`src/rtl/card_strobe_pkg.sv`:
```
package card_strobe_pkg;

    typedef enum logic [1:0] {
        ST_IDLE   = 2'd0,
        ST_SETUP  = 2'd1,
        ST_STROBE = 2'd2,
        ST_HOLD   = 2'd3
    } seq_state_t;

    localparam logic [1:0] SPACE_COMMON = 2'b00;
    localparam logic [1:0] SPACE_ATTR   = 2'b01;

endpackage

```
`src/rtl/cs_phase_timer.sv`:
```
module cs_phase_timer #(
    parameter int CNT_W = 5
) (
    input  logic             clk,
    input  logic             rst_n,
    input  logic             load,
    input  logic [CNT_W-1:0] load_val,
    output logic             last
);

    logic [CNT_W-1:0] cnt_q;

    // Zero is treated as one cycle: the counter then starts already at its final value.
    always_ff @(posedge clk or negedge rst_n) begin
        if (!rst_n) begin
            cnt_q <= '0;
        end else if (load) begin
            cnt_q <= (load_val == '0) ? '0 : load_val - 1'b1;
        end else if (cnt_q != '0) begin
            cnt_q <= cnt_q - 1'b1;
        end
    end

    assign last = (cnt_q == '0);

    assert_count_down_R2: assert property (@(posedge clk) disable iff (!rst_n)
        (!load && cnt_q != '0) |=> (cnt_q == $past(cnt_q) - 1'b1));

    assert_zero_one_cycle_R3: assert property (@(posedge clk) disable iff (!rst_n)
        (load && load_val == '0) |=> last);

endmodule

```
`src/rtl/cs_bus_monitor.sv`:
```
module cs_bus_monitor #(
    parameter int LIMIT = 60
) (
    input  logic clk,
    input  logic rst_n,
    input  logic clr,
    input  logic run,
    output logic at_limit
);

    localparam int W = $clog2(LIMIT + 1);
    localparam logic [W-1:0] LAST_OK = W'(LIMIT - 1);

    logic [W-1:0] elapsed_q;

    // Holds the number of the current active cycle; it saturates at the last one allowed.
    always_ff @(posedge clk or negedge rst_n) begin
        if (!rst_n) begin
            elapsed_q <= '0;
        end else if (clr) begin
            elapsed_q <= W'(1);
        end else if (run && elapsed_q != LAST_OK) begin
            elapsed_q <= elapsed_q + 1'b1;
        end
    end

    assign at_limit = run && (elapsed_q == LAST_OK);

    assert_within_limit_R7: assert property (@(posedge clk) disable iff (!rst_n)
        elapsed_q <= LAST_OK);

endmodule

```
`src/rtl/cs_strobe_decode.sv`:
```
module cs_strobe_decode (
    input  logic       active,
    input  logic       in_strobe,
    input  logic [1:0] space,
    input  logic       write,
    input  logic       oe_ctl_n,
    output logic       mem_oe_n,
    output logic       mem_we_n,
    output logic       io_rd_n,
    output logic       io_wr_n,
    output logic       attr_sel_n
);

    import card_strobe_pkg::*;

    logic fire;
    logic is_io;

    always_comb begin
        fire       = in_strobe && !oe_ctl_n;
        is_io      = space[1];
        mem_oe_n   = !(fire && !is_io && !write);
        mem_we_n   = !(fire && !is_io &&  write);
        io_rd_n    = !(fire &&  is_io && !write);
        io_wr_n    = !(fire &&  is_io &&  write);
        attr_sel_n = !(active && space == SPACE_ATTR);
    end

endmodule

```
`src/rtl/card_strobe_seq.sv`:
```
module card_strobe_seq #(
    parameter int CNT_W     = 5,
    parameter int BMT_LIMIT = 60
) (
    input  logic             clk,
    input  logic             rst_n,
    input  logic             sock_reset,
    input  logic             oe_ctl_n,
    input  logic             start,
    input  logic [1:0]       space,
    input  logic             write,
    input  logic [CNT_W-1:0] setup_cnt,
    input  logic [CNT_W-1:0] strobe_cnt,
    input  logic [CNT_W-1:0] hold_cnt,
    output logic             busy,
    output logic             done,
    output logic             err,
    output logic             mem_oe_n,
    output logic             mem_we_n,
    output logic             io_rd_n,
    output logic             io_wr_n,
    output logic             attr_sel_n
);

    import card_strobe_pkg::*;

    seq_state_t       state_q, state_d;
    logic [1:0]       space_q;
    logic             write_q;
    logic [CNT_W-1:0] strobe_len_q, hold_len_q;
    logic             done_q, err_q;

    logic             accept, finish, abort;
    logic             tmr_load, tmr_last, at_limit;
    logic [CNT_W-1:0] tmr_val;

    cs_phase_timer #(.CNT_W(CNT_W)) u_timer (
        .clk      (clk),
        .rst_n    (rst_n),
        .load     (tmr_load),
        .load_val (tmr_val),
        .last     (tmr_last)
    );

    cs_bus_monitor #(.LIMIT(BMT_LIMIT)) u_bmon (
        .clk      (clk),
        .rst_n    (rst_n),
        .clr      (accept),
        .run      (busy),
        .at_limit (at_limit)
    );

    // Next state and the phase-timer controls.
    always_comb begin
        accept   = (state_q == ST_IDLE) && start && !sock_reset;
        finish   = (state_q == ST_HOLD) && tmr_last;
        abort    = at_limit && !finish;
        state_d  = state_q;
        tmr_load = 1'b0;
        tmr_val  = '0;
        unique case (state_q)
            ST_IDLE: begin
                if (accept) begin
                    state_d  = ST_SETUP;
                    tmr_load = 1'b1;
                    tmr_val  = setup_cnt;
                end
            end
            ST_SETUP: begin
                if (tmr_last) begin
                    state_d  = ST_STROBE;
                    tmr_load = 1'b1;
                    tmr_val  = strobe_len_q;
                end
            end
            ST_STROBE: begin
                if (tmr_last) begin
                    state_d  = ST_HOLD;
                    tmr_load = 1'b1;
                    tmr_val  = hold_len_q;
                end
            end
            ST_HOLD: begin
                if (tmr_last) begin
                    state_d = ST_IDLE;
                end
            end
            default: state_d = ST_IDLE;
        endcase
        if (abort || sock_reset) begin
            state_d = ST_IDLE;
        end
    end

    // State register, the captured request and the result pulses.
    always_ff @(posedge clk or negedge rst_n) begin
        if (!rst_n) begin
            state_q      <= ST_IDLE;
            space_q      <= '0;
            write_q      <= 1'b0;
            strobe_len_q <= '0;
            hold_len_q   <= '0;
            done_q       <= 1'b0;
            err_q        <= 1'b0;
        end else begin
            state_q <= state_d;
            done_q  <= finish && !sock_reset;
            err_q   <= abort && !sock_reset;
            if (accept) begin
                space_q      <= space;
                write_q      <= write;
                strobe_len_q <= strobe_cnt;
                hold_len_q   <= hold_cnt;
            end
        end
    end

    // Outputs.
    always_comb begin
        busy = (state_q != ST_IDLE);
        done = done_q;
        err  = err_q;
    end

    cs_strobe_decode u_decode (
        .active     (busy),
        .in_strobe  (state_q == ST_STROBE),
        .space      (space_q),
        .write      (write_q),
        .oe_ctl_n   (oe_ctl_n),
        .mem_oe_n   (mem_oe_n),
        .mem_we_n   (mem_we_n),
        .io_rd_n    (io_rd_n),
        .io_wr_n    (io_wr_n),
        .attr_sel_n (attr_sel_n)
    );

    assert_strobe_in_phase_R2: assert property (@(posedge clk) disable iff (!rst_n)
        (!mem_oe_n || !mem_we_n || !io_rd_n || !io_wr_n) |-> (state_q == ST_STROBE));

    assert_single_strobe_R4: assert property (@(posedge clk) disable iff (!rst_n)
        $countones({~mem_oe_n, ~mem_we_n, ~io_rd_n, ~io_wr_n}) <= 1);

    assert_attr_only_busy_R5: assert property (@(posedge clk) disable iff (!rst_n)
        !attr_sel_n |-> busy);

    assert_done_pulse_R6: assert property (@(posedge clk) disable iff (!rst_n)
        done |=> !done);

    assert_done_idle_R6: assert property (@(posedge clk) disable iff (!rst_n)
        done |-> !busy);

    assert_no_done_with_err_R7: assert property (@(posedge clk) disable iff (!rst_n)
        !(done && err));

    assert_busy_start_kept_R8: assert property (@(posedge clk) disable iff (!rst_n)
        (busy && start) |=> ($stable(space_q) && $stable(write_q)));

    assert_strobes_gated_R9: assert property (@(posedge clk) disable iff (!rst_n)
        oe_ctl_n |-> (mem_oe_n && mem_we_n && io_rd_n && io_wr_n));

    assert_reset_abandon_R10: assert property (@(posedge clk) disable iff (!rst_n)
        sock_reset |=> (!busy && !done && !err));

endmodule

```
`config.mk`:
```
export PLATFORM = sky130hd
export DESIGN_NAME = card_strobe_seq
export DESIGN_NICKNAME = d
export VERILOG_FILES = /design/src/rtl/card_strobe_pkg.sv /design/src/rtl/cs_phase_timer.sv /design/src/rtl/cs_bus_monitor.sv /design/src/rtl/cs_strobe_decode.sv /design/src/rtl/card_strobe_seq.sv
export SDC_FILE = /design/constraint.sdc
export NUM_CORES = 1
export LEC_CHECK = 0
export ABC_AREA = 0
export BUFFER_PORTS_ARGS = -buffer_cell sky130_fd_sc_hd__clkbuf_2
export CAP_MARGIN = 20
export CORE_MARGIN = 8
export CORE_UTILIZATION = 55
export CTS_BUF_LIST = sky130_fd_sc_hd__clkbuf_4
export CTS_CLUSTER_DIAMETER = 150
export CTS_CLUSTER_SIZE = 24
export DETAILED_ROUTE_END_ITERATION = 6
export MAX_ROUTING_LAYER = met4
export PLACE_DENSITY = 0.79
export SYNTH_ARGS = -nofsm -noshare
export SYNTH_HDL_FRONTEND = slang
export SYNTH_HIERARCHICAL = 1
export SYNTH_SLANG_ARGS = --single-unit
```
`constraint.sdc`:
```
create_clock -name clk -period 4.7 [get_ports clk]
set_input_delay 0.47 -clock clk [delete_from_list [all_inputs] [get_ports clk]]
set_output_delay 0.47 -clock clk [all_outputs]
set_load 0.05 [all_outputs]
```
==> summary by stage <==
Detailed routing
The overall routed net length is 3.57 mm. In this run the remaining antenna-violating nets after routing total 0. The number of DRC markers in iteration 0 is 123.

Using the TritonRoute via totals, the vias-per-cell ratio works out to 5.82. The count of TritonRoute iterations in the first routing pass is 4. For this block, the via count after detailed routing is 1392.

In the final routed layout, each cell accounts on average for 14.9 µm. For this run, design rule violations remaining after detail routing come to 0.

Worst setup path
The cell family with the largest share of critical-path delay is simple AND/OR/NAND/NOR gates. Among all stages on the critical path, the largest delay is contributed by sky130_fd_sc_hd__or4b_2. The startpoint kind of the worst setup timing path is a flip-flop. Together, buffers and inverters on the worst path number 3.

The arrival time of the worst setup path is 3.02 ns. The type of destination of the critical path is a flip-flop. In this run the worst path has a maximum fanout of 30.

STA puts the critical path data required time at 4.92 ns. The type of the worst setup path is reg2reg. The stage delay of the slowest cell on the critical path is 0.66 ns. The critical path goes through inv_1, ha_1, nand3b_4, inv_4, a22oi_1, nor2_1, inv_1, ha_1, or4b_2, nand3b_1, a22oi_1.

Yosys
Synthesis instantiated 47 different standard cells from the library. Yosys mapped a number of flops with a built-in enable equal to 0. The count of yosys warnings during synthesis is 6. The most used flip-flop cell after synthesis is sky130_fd_sc_hd__dfrtp_1. The share of synthesized registers carrying an async set or reset is 1.00.

The cell area that synthesis handed to floorplanning was 0.00166 mm². The share of the Yosys chip area taken by registers is 0.422. The number of nets in the synthesized netlist is 209. The mean instance size in the synthesized netlist is 9.28 µm².

The synthesized design contains 28 register bits. The post-synthesis cell count is 179.

Place
The last weighted congestion value of the routability-driven placer is 0.860. The post-placement cell area is 0.00181 mm². In this run the tool buffered the top-level ports with 30 buffer cells. The placed wire-length estimate after detailed placement is 2.72 mm.

Floorplan
The standard cell core area is 0.00295 mm². The number of cell rows is 20. The die covers 0.00503 mm². 31 I/O pins were placed.

Measured along the y axis, the die boundary spans 70.9 µm. The initial utilization of the core area, before any placement, comes to 0.562. The width of the chip is 70.9 µm.

STA
The number of endpoints with negative hold slack in the final report is 0. The final critical-path required period is 2.81 ns. The max-slew violation total from the final report is 0. In the finished design, the share of the clock period the worst path needs comes to 0.597.

The hold slack is 0.141 ns. Clock skew on the completed layout was measured at 0.0136 ns. The worst pin sits at a relative slew slack of 0.521. The maximum clock frequency is 0.356 GHz.

The setup TNS after final layout is 0 ns. The transition time of the tightest slew-check pin is 0.719 ns. Setup repair after global routing left no endpoint under its margin.

The final-report setup violation count is 0.

CTS
The clock latency on the worst-skew pair is 0.34 ns. The number of setup buffers added after CTS is 0. The number of buffers inserted for hold repair after clock tree synthesis is 0. The clock sink count is 28. After clock tree synthesis, the clock-pin slew on the worst setup and hold paths is 0.16 ns. Post-CTS repair changed the size of 0 cells. In this run the number of H-tree levels came out at 1. The cell sitting at the root of the clock tree is a sky130_fd_sc_hd__clkbuf_4. The worst-case clock buffer depth is 2. The clock tree from TritonCTS is yes.

Counting the buffers created by CTS gives 3.

GRT
Across every metal layer, demand over resource in global routing totals 0.154. The first global-routing pass estimated 6.29 mm of wire. Entering global routing, the biggest net connects 31 pins. The initial antenna violation count was 0.

Summed over all layers, the global routing overflow is 0. The number of global-route vias before repair is 1499.

Hold path
The type of the most critical hold path is in2async.

Pwr
The power density normalized to cell area is 567 mW/mm². The maximum vdd ir drop is 0.257 mV. In this run the static leakage power is 0.937 nW. Overall power consumption after layout is estimated at 1.05 mW.

Layout
The share of the core filled with cells in the final layout is 0.629. Summing all non-filler instances in the final layout gives an area of 0.00186 mm². In the final design database the tool counted 237 nets. Of the cells placed in the final design, the portion with a size suffix greater than 1 is 0.204. From synthesis to final layout, the design area changed by 11.9%.

The number of inserted diodes is 0.

Run
The tool flagged a number of max-cap violations equal to 0.

Run status
The flow ran to the end, and the final reports show no timing, DRC or antenna violations.
==> area by class of cell <==
| cell class | instances | area (µm²) |
|---|---|---|
| clock buffers | 3 | 22.5 |
| multi-input cells | 134 | 873 |
| inverters | 10 | 40.0 |
| repair buffers | 30 | 150 |
| well taps | 33 | 41.3 |
| fillers | 237 | 1090 |
| clock inverters | 1 | 30.0 |
| flip-flops and latches | 28 | 701 |
==> logic make-up after synthesis <==
logic type / after synthesis / synth area share
adder cells (fa/ha/maj): 7 / 0.0527
XOR/XNOR: 5 / 0.0264
AO/OA/AOI/OAI: 34 / 0.153
AND/OR/NAND/NOR: 87 / 0.288
flip-flops: 28 / 0.422
buffers and inverters: 17 / 0.0520
multiplexers: 1 / 0.00603
==> final timing paths <==
path / start / end / slack (ns) / cells after the start
worst max-delay path: state_q[0] / u_timer/cnt_q[1] / 1.89 / 11
worst min-delay path: rst_n / strobe_len_q[3] / 0.14 / 1
worst max register to register: state_q[0] / u_timer/cnt_q[1] / 1.89 / 11
worst min register to register: hold_len_q[1] / hold_len_q[1] / 0.50 / 2
max in group asynchronous: rst_n / done / 4.11 / 1
min in group clk: space[1] / space_q[1] / 0.31 / 3
==> power breakdown <==
part           internal (mW)  total (mW)  switching (mW)
registers              0.334       0.412          0.0783
logic                  0.202       0.481           0.279
clock network         0.0863       0.160          0.0733
==> per-layer routing <==
metal  vias to the layer above  part of all wire  wire length (µm)  track usage
li1                        676                 -                 -            -
met1                       677              0.40              1440        0.152
met2                        30              0.53              1890        0.282
met3                         9             0.046               163       0.0282
met4                         0             0.021                74       0.0739
met5                         -                 0                 0            -
==> metrics by stage <==
step,worst slack [ns],std cells
6_report,1.89,239
3_5_place_dp,1.97,235
3_3_place_gp,2.12,235
5_1_grt,1.74,239
4_1_cts,1.95,239
2_1_floorplan,2.33,179
==> cell usage after synthesis (2+ instances only) <==
cell / n / share of area
sky130_fd_sc_hd__xnor2_1: 2 / 0.011
sky130_fd_sc_hd__nand4b_1: 2 / 0.011
sky130_fd_sc_hd__inv_1: 9 / 0.020
sky130_fd_sc_hd__dfrtp_1: 28 / 0.42
sky130_fd_sc_hd__nand3b_1: 5 / 0.023
sky130_fd_sc_hd__a21o_1: 3 / 0.014
sky130_fd_sc_hd__xor2_1: 3 / 0.016
sky130_fd_sc_hd__ha_1: 7 / 0.053
sky130_fd_sc_hd__a21oi_1: 5 / 0.015
sky130_fd_sc_hd__nor3_1: 2 / 0.0060
sky130_fd_sc_hd__o21ai_0: 4 / 0.012
sky130_fd_sc_hd__nor2_1: 13 / 0.029
sky130_fd_sc_hd__a22oi_1: 7 / 0.032
sky130_fd_sc_hd__nand2b_1: 2 / 0.0075
sky130_fd_sc_hd__nand3_1: 2 / 0.0060
sky130_fd_sc_hd__buf_2: 4 / 0.012
sky130_fd_sc_hd__a22o_1: 5 / 0.026
sky130_fd_sc_hd__nand4bb_1: 3 / 0.020
sky130_fd_sc_hd__nand2_1: 45 / 0.10
==> registers in the layout (all words and copies together) (netlist names) <==
| register | count |
|---|---|
| u_bmon/elapsed_q | 6 |
| done | 1 |
| u_timer/cnt_q | 5 |
| state_q | 2 |
| strobe_len_q | 5 |
| hold_len_q | 5 |
| err | 1 |
| write_q | 1 |
| space_q | 2 |
==> cell usage in the layout (no fill, tap or decap), types with 2 or more instances in the layout <==
master	synthesis	routed
sky130_fd_sc_hd__clkbuf_4	0	3
sky130_fd_sc_hd__a21o_1	3	3
sky130_fd_sc_hd__nand3b_1	5	5
sky130_fd_sc_hd__a21oi_1	5	5
sky130_fd_sc_hd__nand4b_1	2	2
sky130_fd_sc_hd__nand2b_1	2	2
sky130_fd_sc_hd__nor2_1	13	13
sky130_fd_sc_hd__inv_1	9	9
sky130_fd_sc_hd__dfrtp_1	28	28
sky130_fd_sc_hd__xor2_1	3	3
sky130_fd_sc_hd__nand4bb_1	3	3
sky130_fd_sc_hd__nand3_1	2	2
sky130_fd_sc_hd__a22o_1	5	5
sky130_fd_sc_hd__a22oi_1	7	7
sky130_fd_sc_hd__nor3_1	2	2
sky130_fd_sc_hd__xnor2_1	2	2
sky130_fd_sc_hd__ha_1	7	7
sky130_fd_sc_hd__clkbuf_2	0	30
sky130_fd_sc_hd__o21ai_0	4	4
sky130_fd_sc_hd__nand2_1	45	45
Note: power is estimated with default switching activity, not from simulation.
